===== config.mk =====
export PLATFORM = sky130hd
export DESIGN_NAME = cu_quad_array
export DESIGN_NICKNAME = d
export VERILOG_FILES = /design/src/rtl/cu_pkg.sv /design/src/rtl/cu_csel_adder.sv /design/src/rtl/cu_alu_slice.sv /design/src/rtl/cu_rowcol_decoder.sv /design/src/rtl/cu_out_mux.sv /design/src/rtl/cu_quad_array.sv
export SDC_FILE = /design/constraint.sdc
export NUM_CORES = 1
export LEC_CHECK = 0
export BUFFER_PORTS_ARGS = -buffer_cell sky130_fd_sc_hd__clkbuf_2
export CORE_ASPECT_RATIO = 0.75
export CORE_MARGIN = 2
export CORE_UTILIZATION = 53
export DETAILED_ROUTE_END_ITERATION = 6
export PLACE_DENSITY = 0.81
export SETUP_SLACK_MARGIN = 0.2
export SYNTH_ARGS = -nofsm -noshare
export SYNTH_HDL_FRONTEND = slang
export SYNTH_SLANG_ARGS = --single-unit

===== constraint.sdc =====
create_clock -name vclk -period 3.1
set_input_delay 0.62 -clock vclk [all_inputs]
set_output_delay 0.62 -clock vclk [all_outputs]
set_load 0.1 [all_outputs]

===== src/rtl/cu_pkg.sv =====
// Package cu_pkg
// Shared constants, the operation code type and the full adder cell used by
// the quad arithmetic slice array. Assumes four slices, fixed by the 2-to-4
// row/column decoder.
package cu_pkg;

    localparam int N_SLICES = 4;
    localparam int OP_W     = 2;
    localparam int SEL_W    = 2;

    typedef enum logic [OP_W-1:0] {
        OP_ADD = 2'b00,
        OP_MUL = 2'b01,
        OP_GT  = 2'b10,
        OP_ASR = 2'b11
    } cu_op_e;

    // Full adder cell: returns {carry, sum}.
    function automatic logic [1:0] fa_cell(input logic x, input logic y, input logic ci);
        fa_cell = {(x & y) | (ci & (x ^ y)), x ^ y ^ ci};
    endfunction

endpackage


===== src/rtl/cu_csel_adder.sv =====
// Module cu_csel_adder
// Unsigned W-bit carry-select adder with no carry input. The low part is a
// ripple chain that starts with a half adder. The high part is computed twice,
// once for each possible carry, and the low carry selects one result.
// Assumes W >= 2 so that both parts are at least one bit wide.
module cu_csel_adder #(
    parameter int W = 3
) (
    input  logic [W-1:0] a,
    input  logic [W-1:0] b,
    output logic [W:0]   sum
);
    import cu_pkg::*;

    localparam int LO_W = (W + 1) / 2;
    localparam int HI_W = W - LO_W;

    logic [LO_W-1:0] lo_s;
    logic [LO_W:1]   lo_ch;
    logic [HI_W-1:0] hi0_s, hi1_s;
    logic [HI_W:0]   hi0_ch, hi1_ch;

    // Low part: half adder on bit 0, then a full adder ripple.
    always_comb begin
        lo_s[0]  = a[0] ^ b[0];
        lo_ch[1] = a[0] & b[0];
        for (int i = 1; i < LO_W; i++) begin
            {lo_ch[i+1], lo_s[i]} = fa_cell(a[i], b[i], lo_ch[i]);
        end
    end

    // High part: two speculative ripple chains, for carry 0 and carry 1.
    always_comb begin
        hi0_ch[0] = 1'b0;
        hi1_ch[0] = 1'b1;
        for (int i = 0; i < HI_W; i++) begin
            {hi0_ch[i+1], hi0_s[i]} = fa_cell(a[LO_W+i], b[LO_W+i], hi0_ch[i]);
            {hi1_ch[i+1], hi1_s[i]} = fa_cell(a[LO_W+i], b[LO_W+i], hi1_ch[i]);
        end
    end

    // Select stage: the low carry picks the high result.
    always_comb begin
        if (lo_ch[LO_W]) begin
            sum = {hi1_ch[HI_W], hi1_s, lo_s};
        end else begin
            sum = {hi0_ch[HI_W], hi0_s, lo_s};
        end
    end

    // Guard: the gate-level sum matches arithmetic addition.
    always_comb begin
        a_r2_csel_sum: assert (sum == ({1'b0, a} + {1'b0, b}))
            else $error("carry-select sum wrong");
    end

endmodule


===== src/rtl/cu_alu_slice.sv =====
// Module cu_alu_slice
// One arithmetic slice. It computes add, multiply, unsigned greater-than and
// arithmetic shift right on W-bit operands and places the chosen result on a
// 2W-bit output. The output is forced to zero when the slice is not enabled.
// Assumes W >= 2.
module cu_alu_slice #(
    parameter int W = 3
) (
    input  logic [W-1:0]          a,
    input  logic [W-1:0]          b,
    input  logic [cu_pkg::OP_W-1:0] op,
    input  logic                  en,
    output logic [2*W-1:0]        y
);
    import cu_pkg::*;

    localparam int OUT_W = 2 * W;

    logic [W:0]       add_sum;
    logic [OUT_W-1:0] prod;
    logic             gt_flag;
    logic [OUT_W-1:0] asr_y;
    logic [OUT_W-1:0] res;

    // Addition datapath.
    cu_csel_adder #(.W(W)) u_add (
        .a   (a),
        .b   (b),
        .sum (add_sum)
    );

    // Multiplier: AND partial products summed by a chain of W-1 adders.
    logic [W-1:0] pp    [W];
    logic [W-1:0] up_in [W-1];
    logic [W:0]   part  [W-1];

    for (genvar i = 0; i < W; i++) begin : g_pp
        assign pp[i] = a & {W{b[i]}};
    end

    assign up_in[0] = {1'b0, pp[0][W-1:1]};
    assign prod[0]  = pp[0][0];

    for (genvar i = 1; i < W; i++) begin : g_mul_row
        cu_csel_adder #(.W(W)) u_row (
            .a   (up_in[i-1]),
            .b   (pp[i]),
            .sum (part[i-1])
        );
        assign prod[i] = part[i-1][0];
        if (i < W - 1) begin : g_pass
            assign up_in[i] = part[i-1][W:1];
        end else begin : g_top
            assign prod[OUT_W-1:W] = part[i-1][W:1];
        end
    end

    // Unsigned magnitude compare, deciding at the most significant differing bit.
    always_comb begin
        logic decided;
        gt_flag = 1'b0;
        decided = 1'b0;
        for (int i = W - 1; i >= 0; i--) begin
            if (!decided && (a[i] != b[i])) begin
                gt_flag = a[i];
                decided = 1'b1;
            end
        end
    end

    // Arithmetic shifter: log stages on a sign-extended copy of A.
    logic [OUT_W-1:0] stg [W+1];
    assign stg[0] = {{W{a[W-1]}}, a};

    for (genvar k = 0; k < W; k++) begin : g_asr_stage
        localparam int S = ((1 << k) < W) ? (1 << k) : W;
        assign stg[k+1] = b[k] ? {{S{stg[k][OUT_W-1]}}, stg[k][OUT_W-1:S]} : stg[k];
    end
    assign asr_y = stg[W];

    // Result select by operation code.
    always_comb begin
        case (op)
            OP_ADD:  res = {{(OUT_W-W-1){1'b0}}, add_sum};
            OP_MUL:  res = prod;
            OP_GT:   res = {{(OUT_W-1){1'b0}}, gt_flag};
            default: res = asr_y;
        endcase
    end

    // Enable gating: an idle slice drives zeros.
    assign y = en ? res : '0;

    // Guards next to each datapath.
    always_comb begin
        a_r3_product: assert (prod == (OUT_W'(a) * OUT_W'(b)))
            else $error("product wrong");
        a_r4_unsigned_gt: assert (gt_flag == (a > b))
            else $error("compare wrong");
        a_r5_asr_value: assert ($signed(asr_y) == ($signed(a) >>> b))
            else $error("shift wrong");
        if (int'(b) >= W - 1) begin
            a_r6_asr_saturate: assert (asr_y == {OUT_W{a[W-1]}})
                else $error("saturated shift wrong");
        end
        if (!en) begin
            a_r8_idle_zero: assert (y == '0)
                else $error("idle slice not zero");
        end
    end

endmodule


===== src/rtl/cu_rowcol_decoder.sv =====
// Module cu_rowcol_decoder
// 2-to-4 decoder. It enables slice number {row, col}, with row as the more
// significant bit. Assumes four slices.
module cu_rowcol_decoder (
    input  logic                        row,
    input  logic                        col,
    output logic [cu_pkg::N_SLICES-1:0] en
);
    import cu_pkg::*;

    // One AND term per slice, matching its row and column bits.
    for (genvar i = 0; i < N_SLICES; i++) begin : g_dec
        localparam logic [1:0] IDX = 2'(i);
        assign en[i] = (row == IDX[1]) && (col == IDX[0]);
    end

    // Guard: exactly one line is active, and it is the addressed one.
    always_comb begin
        a_r7_one_enable: assert (($countones(en) == 1) && en[{row, col}])
            else $error("decoder enable wrong");
    end

endmodule


===== src/rtl/cu_out_mux.sv =====
// Module cu_out_mux
// 4-to-1 multiplexer that puts the slice picked by sel onto the result bus.
// Assumes the inputs are packed slice after slice, slice 0 in the low bits.
module cu_out_mux #(
    parameter int OW = 6
) (
    input  logic [cu_pkg::N_SLICES*OW-1:0] din,
    input  logic [cu_pkg::SEL_W-1:0]      sel,
    output logic [OW-1:0]                 dout
);
    import cu_pkg::*;

    // Slice pick by select value.
    always_comb begin
        dout = '0;
        for (int i = 0; i < N_SLICES; i++) begin
            if (int'(sel) == i) begin
                dout = din[i*OW +: OW];
            end
        end
    end

endmodule


===== src/rtl/cu_quad_array.sv =====
// Module cu_quad_array
// Top of the quad arithmetic slice array. Four slices each have their own
// operands and operation code. A row/column decoder enables one slice, and an
// output multiplexer picks the slice shown on the result. Purely
// combinational: no clock or reset. Assumes DATA_W >= 2.
module cu_quad_array #(
    parameter int DATA_W = 3
) (
    input  logic [4*DATA_W-1:0] a_in,
    input  logic [4*DATA_W-1:0] b_in,
    input  logic [7:0]          op_in,
    input  logic                row_sel,
    input  logic                col_sel,
    input  logic [1:0]          out_sel,
    output logic [2*DATA_W-1:0] result
);
    import cu_pkg::*;

    localparam int OUT_W = 2 * DATA_W;

    logic [N_SLICES-1:0]       en;
    logic [N_SLICES*OUT_W-1:0] slice_y;

    // Slice enable decode.
    cu_rowcol_decoder u_dec (
        .row (row_sel),
        .col (col_sel),
        .en  (en)
    );

    // The four arithmetic slices.
    for (genvar k = 0; k < N_SLICES; k++) begin : g_slice
        cu_alu_slice #(.W(DATA_W)) u_slice (
            .a  (a_in[k*DATA_W +: DATA_W]),
            .b  (b_in[k*DATA_W +: DATA_W]),
            .op (op_in[k*OP_W +: OP_W]),
            .en (en[k]),
            .y  (slice_y[k*OUT_W +: OUT_W])
        );
    end

    // Result steering.
    cu_out_mux #(.OW(OUT_W)) u_mux (
        .din  (slice_y),
        .sel  (out_sel),
        .dout (result)
    );

    // Guard: a selected but idle slice gives a zero result.
    always_comb begin
        if (out_sel != {row_sel, col_sel}) begin
            a_r8_unselected_zero: assert (result == '0)
                else $error("result not zero for idle slice");
        end
    end

endmodule


==> results of run 1 <==
## per-stage QoR
stage	hold slack, ns	power, uW	cell area [um2]	worst slack [ns]
2_1_floorplan	1.734	232.5	2176	-0.8072
3_3_place_gp	1.889	365.8	2783	-0.4838
3_5_place_dp	1.887	379.3	2783	-0.5307
4_1_cts	1.895	408.9	2930	-0.5006
5_1_grt	1.950	480.7	3072	-0.6033
6_report	1.879	446.2	3072	-0.5196
## per-layer routing
| metal | track usage (%) | vias to the layer above |
|---|---|---|
| li1 | - | 1155 |
| met1 | 36.89 | 1090 |
| met2 | 53.29 | 100 |
| met3 | 1.391 | 14 |
| met5 | 0 | - |
| met4 | 4.762 | 0 |
## report_power, final
| part | switching [uW] | internal [uW] | total (uW) |
|---|---|---|---|
| sequential | 0 | 0 | 0 |
| clock | 0 | 0 | 0 |
| combinational | 235 | 211 | 446 |
| total | 235 | 211 | 446 |
## cell families (layout without fill, tap and decap cells)
logic type	Yosys count	after routing	share of synthesized area, %
and+or+nand+nor	101	101	26.88
AOI/OAI and AO/OA	65	65	20.21
adders and majority gates	52	52	36.25
buffers and inverters	49	127	9.308
xor gates and xnor gates	8	8	3.429
muxes	8	8	3.919
## layout make-up
type,instances,area [um2]
inverter,41,156.4
multi-input combinational,234,2105
fill,221,613.1
tap,52,65.06
timing repair buffer,86,745.7
## worst max-delay path: stages
cell and delay (ns):
sky130_fd_sc_hd__buf_6 0.09, sky130_fd_sc_hd__and2_4 0.16, sky130_fd_sc_hd__ha_4 0.15, sky130_fd_sc_hd__inv_2 0.04, sky130_fd_sc_hd__fa_1 0.40, sky130_fd_sc_hd__inv_1 0.08, sky130_fd_sc_hd__ha_2 0.18, sky130_fd_sc_hd__inv_2 0.04
sky130_fd_sc_hd__fa_2 0.38, sky130_fd_sc_hd__nor2_2 0.17, sky130_fd_sc_hd__a21oi_2 0.05, sky130_fd_sc_hd__o21ai_1 0.14, sky130_fd_sc_hd__nand3_1 0.11, sky130_fd_sc_hd__nand4_1 0.18, sky130_fd_sc_hd__buf_12 0.19
## placed cells by master, fill, tap and decap left out, types with 2 or more instances in the layout
| cell | count |
|---|---|
| sky130_fd_sc_hd__a2111oi_0 | 2 |
| sky130_fd_sc_hd__a211o_2 | 2 |
| sky130_fd_sc_hd__a21oi_1 | 10 |
| sky130_fd_sc_hd__a21oi_2 | 3 |
| sky130_fd_sc_hd__and2_1 | 9 |
| sky130_fd_sc_hd__and2_4 | 8 |
| sky130_fd_sc_hd__and3_1 | 2 |
| sky130_fd_sc_hd__buf_12 | 6 |
| sky130_fd_sc_hd__buf_4 | 35 |
| sky130_fd_sc_hd__buf_6 | 16 |
| sky130_fd_sc_hd__buf_8 | 2 |
| sky130_fd_sc_hd__clkbuf_2 | 25 |
| sky130_fd_sc_hd__clkbuf_8 | 2 |
| sky130_fd_sc_hd__fa_1 | 6 |
| sky130_fd_sc_hd__fa_2 | 6 |
| sky130_fd_sc_hd__ha_1 | 25 |
| sky130_fd_sc_hd__ha_2 | 2 |
| sky130_fd_sc_hd__ha_4 | 13 |
| sky130_fd_sc_hd__inv_1 | 30 |
| sky130_fd_sc_hd__inv_2 | 10 |
| sky130_fd_sc_hd__mux2i_1 | 8 |
| sky130_fd_sc_hd__nand2_1 | 22 |
| sky130_fd_sc_hd__nand2b_1 | 3 |
| sky130_fd_sc_hd__nand3_1 | 12 |
| sky130_fd_sc_hd__nand3b_1 | 4 |
| sky130_fd_sc_hd__nand4_1 | 7 |
| sky130_fd_sc_hd__nor2_1 | 15 |
| sky130_fd_sc_hd__nor2_2 | 2 |
| sky130_fd_sc_hd__nor2b_1 | 3 |
| sky130_fd_sc_hd__nor3_1 | 4 |
| sky130_fd_sc_hd__o2111ai_1 | 2 |
| sky130_fd_sc_hd__o21ai_0 | 12 |
| sky130_fd_sc_hd__o21ai_1 | 17 |
| sky130_fd_sc_hd__o21bai_1 | 2 |
| sky130_fd_sc_hd__o31ai_1 | 3 |
| sky130_fd_sc_hd__xor2_1 | 8 |
## path summary, 6_finish.rpt
path	end	slack, ns	startpoint	cells after the start
setup / recovery	result[5]	-0.52	b_in[9]	15
hold / removal	result[4]	1.88	op_in[4]	4
## what timing repair did
action,in CTS,in global routing
buffers inserted,3,4
endpoints found under the setup margin,6,6
pin swaps,39,23
endpoints found under the hold margin,0,0
gates resized for setup,35,26
==> impl_metrics.toml, run 1 <==
[setup_path]
cp_data_arrival_time_ns = 3.00
timing.critical_path.to_type = "primary output"
worstSetupStartpointType = "input port"
crit_required_ns = 2.48
criticalPathCategory = "input port to primary output"
worstPathMaxFanout = 3

[grt]
grt_max_degree = 14
global_route.usage.total_pct = 28.66
overflow = 0
grt_pass1_vias = 2298
grt_pass1_wl_um = 9991
grt_antenna_before_repair = 0

[outcome]
violations_in_the_final_reports = "negative setup slack"
outcome = "finished, violations left"

[synth]
synthDistinctLibCells = 45
synth_top_cell_area_share_pct = 24.49
ys_seq_area_share_pct = 0
synthCells = 283
synth_top_area_cell = "sky130_fd_sc_hd__ha_1"
post-synth-top-count-cell = "sky130_fd_sc_hd__inv_1"
syn_area_per_cell_um2 = 7.220
synthTopCellsByCount = "sky130_fd_sc_hd__inv_1 (41), sky130_fd_sc_hd__ha_1 (40), sky130_fd_sc_hd__o21ai_0 (25)"
syn-cell-area_um2 = 2043
mappedNetlistNets = 371
ys.warnings.count = 0
post_synth_main_area_contributors = "sky130_fd_sc_hd__ha_1 (24%), sky130_fd_sc_hd__fa_1 (12%), sky130_fd_sc_hd__inv_1 (7.5%)"

[drt]
first_drt_pass_iteration_count = 7
met1_length_um = 2712
route.top_layer_used = "met4"
detailroute.via_count = 2359
drt-total-wl_um = 6509
drc_errors = 0
detail_route.iter0.violations = 188
drt.antenna.violating_nets = 0
route.detailed.wl_per_inst_um = 15.76
met3WireLength_um = 274
vias_per_cell = 5.712
amount_of_wire_on_met2_after_detailed_routing_um = 3405

[placed_design]
dpl.cell_count = 406
routabilityCongestion = 0.9012
port-buffer-count = 42
detailed_place_hpwl_um = 4773

[finish]
ff_latch_area_um2 = 0
seq_cell_count = 0
final_cells = 413
clockBufferCount = 0
syn2layout_area_growth_pct = 50.34
diodes = 0
post_route_cells_drive_above_1_share_pct = 39.61
layout.core_utilization_pct = 83.36
layout.nets = 451

[pwr]
power_leakage_uw = 0.001430
pwr_dens_nw_per_um2 = 145.3
ir_drop_v = 0.00009620

[clock_network]
ctsHoldBuffers = 0

[sta]
post-route-worst-setup-slack_ns = -0.5196
period_minus_slack_ns = 3.620
slew_violations = 0
max_slew.worst_pin.slew_ns = 0.4426
finalSetupViolCount = 4
finalCritPeriodShare_pct = 116.8
grt_setup_unrepaired = "yes"
maxClockFrequency_mhz = 276.3
timing.max_slew.rel_slack_pct = 69.73
final.setup.tns_ns = -1.551
finalHoldViolations = 0

[min_path]
timing.hold.worst.class = "input port to primary output"

[run]
maxCapViolCount = 0

[floorplan]
start_util_pct = 55.45
boundaryPins = 42
die-width_um = 75.70
design.core.area_um2 = 3685
die_area_um2 = 4373
die-height_um = 57.77
placement_rows = 19
Note: power is estimated with default switching activity, not from simulation.
==> inputs of run 2 (changes only) <==
Settings changed: CORE_UTILIZATION 53 to 28, PLACE_DENSITY 0.81 to not set.
==> run 2 against run 1 <==
The flow still finishes with violations (negative setup slack). Clock-buffer cell count stayed put. Combinational power is 2% lower. Worst setup slack better by 0.068 ns. Sequential share of layout area stayed put. Cell area is 2.9% higher. First-iteration DRC count is 44% lower. Critical path depth is 1 lower. Via count is 5.9% lower. Cell count is 11% higher. Hold slack better by 0.014 ns. Fmax is 1.9% higher. Power is 1.6% lower. Critical endpoint is now result[3]. Largest cell class unchanged. Highest routed layer unchanged.
==> impl_metrics.toml, run 2 (synthesis results as in run 1) <==
[setup_path]
top_delay_family_on_crit_path = "adder cells"
path_cells = "buf_6, and2_4, ha_4, inv_2, fa_1, inv_1, ha_2, inv_2, fa_2, a21oi_2, o21a_1, o21ai_1, nand4_1, buf_12"
cell_seen_most_often_among_critical_path_stages = "sky130_fd_sc_hd__inv_2"
worstSetupStartpointType = "input port"
buffer_and_inverter_count_on_the_worst_path = 5
critical-path-slowest-cell = "sky130_fd_sc_hd__fa_2"
worstPathMaxFanout = 2
critical_path_depth = 14
criticalPathCategory = "input port to primary output"
cp_data_arrival_time_ns = 2.93
crit_required_ns = 2.48
timing.critical_path.to_type = "primary output"
worst_path_largest_cell_delay_ns = 0.53

[finish]
layout_common_cells = "sky130_fd_sc_hd__buf_4 (33), sky130_fd_sc_hd__inv_1 (27), sky130_fd_sc_hd__clkbuf_2 (27)"
diodes = 0
syn2layout_area_growth_pct = 54.75
fill_cells = 683
seq_cell_count = 0
clockBufferCount = 0
layout.cells.most_common = "sky130_fd_sc_hd__buf_4"
layout.nets = 451
ff_latch_area_um2 = 0
post_route_cells_drive_above_1_share_pct = 41.83

[placed_design]
detailed_place_hpwl_um = 4968
routabilityCongestion = 0.8523
port-buffer-count = 42

[grt]
global_route.usage.total_pct = 15.07
grt_pass1_vias = 2145
grt_pass1_wl_um = 10090
grt_antenna_before_repair = 0
grt_max_degree = 14
overflow = 0

[drt]
detailroute.via_count = 2220
drt.antenna.violating_nets = 0
drt-total-wl_um = 6014
drc_errors = 0
detail_route.iter0.violations = 105
route.detailed.wl_per_inst_um = 13.10
vias_per_cell = 4.837
first_drt_pass_iteration_count = 4

[clock_network]
ctsHoldBuffers = 0

[floorplan]
die-width_um = 102.6
placement_rows = 26
start_util_pct = 29.49
die-height_um = 77.98
die_area_um2 = 8004
design.core.area_um2 = 6929
boundaryPins = 42

[sta]
maxClockFrequency_mhz = 281.6
timing.max_slew.rel_slack_pct = 64.29
period_minus_slack_ns = 3.551
finalCritPeriodShare_pct = 114.6
finalHoldViolations = 0
finalSetupViolCount = 4
slew_violations = 0
max_slew.worst_pin.slew_ns = 0.5222
post-route-worst-setup-slack_ns = -0.4514
grt_setup_unrepaired = "yes"
final.setup.tns_ns = -1.370

[pwr]
pwr_dens_nw_per_um2 = 138.9
ir_drop_v = 0.00006221
power_uw = 439.1
power_leakage_uw = 0.001421

[run]
maxCapViolCount = 0

[outcome]
violations_in_the_final_reports = "negative setup slack"
outcome = "finished, violations left"

[min_path]
timing.hold.worst.class = "input port to primary output"
depth_of_the_worst_hold_timing_path = 4
[run 2: cell type report]
cell class | count | area (um2) | share of cell area [%]
multi-input combinational | 234 | 2145 | 67.83
timing repair buffer | 86 | 735.7 | 23.27
inverter | 41 | 158.9 | 5.026
tap | 98 | 122.6 | 3.878
[run 2: final timing paths]
| check | from | endpoint | slack (ns) |
|---|---|---|---|
| hold / removal | op_in[4] | result[4] | 1.89 |
| setup / recovery | b_in[9] | result[3] | -0.45 |
[run 2: worst min-delay path, cell delays in order]
cell	delay, ns
sky130_fd_sc_hd__clkbuf_2	0.20
sky130_fd_sc_hd__nand3_1	0.10
sky130_fd_sc_hd__nand4_1	0.16
sky130_fd_sc_hd__buf_12	0.19
[run 2: layer usage]
| metal | track usage [%] | part of all wire, % | up-vias |
|---|---|---|---|
| met3 | 0.3604 | 3.1 | 2 |
| met5 | 0 | 0 | - |
| li1 | - | - | 1144 |
| met2 | 25.10 | 47 | 40 |
| met4 | 0.4000 | 0.23 | 0 |
| met1 | 22.70 | 49 | 1034 |
[run 2: repair_timing]
item	4_1_cts	5_1_grt
endpoints found under the setup margin	6	6
pin swaps	27	38
resized for setup	33	40
setup buffers	7	1
[run 2: per-stage QoR]
stage | util (%) | hold slack, ns | cells | instance area (um2) | worst slack [ns]
floorplan | - | 1.734 | 283 | 2176 | -0.8072
global placement | 40.88 | 1.894 | 451 | 2833 | -0.5941
detailed placement | 40.88 | 1.883 | 451 | 2833 | -0.5701
CTS | 44.02 | 1.904 | 458 | 3050 | -0.5687
global route | 45.63 | 1.929 | 459 | 3162 | -0.5395
finish | 45.63 | 1.893 | 459 | 3162 | -0.4514
[run 2: power by group]
group / internal [uW] / switching [uW]
Combinational: 211 / 228
Clock: 0 / 0
Sequential: 0 / 0
Total: 211 / 228
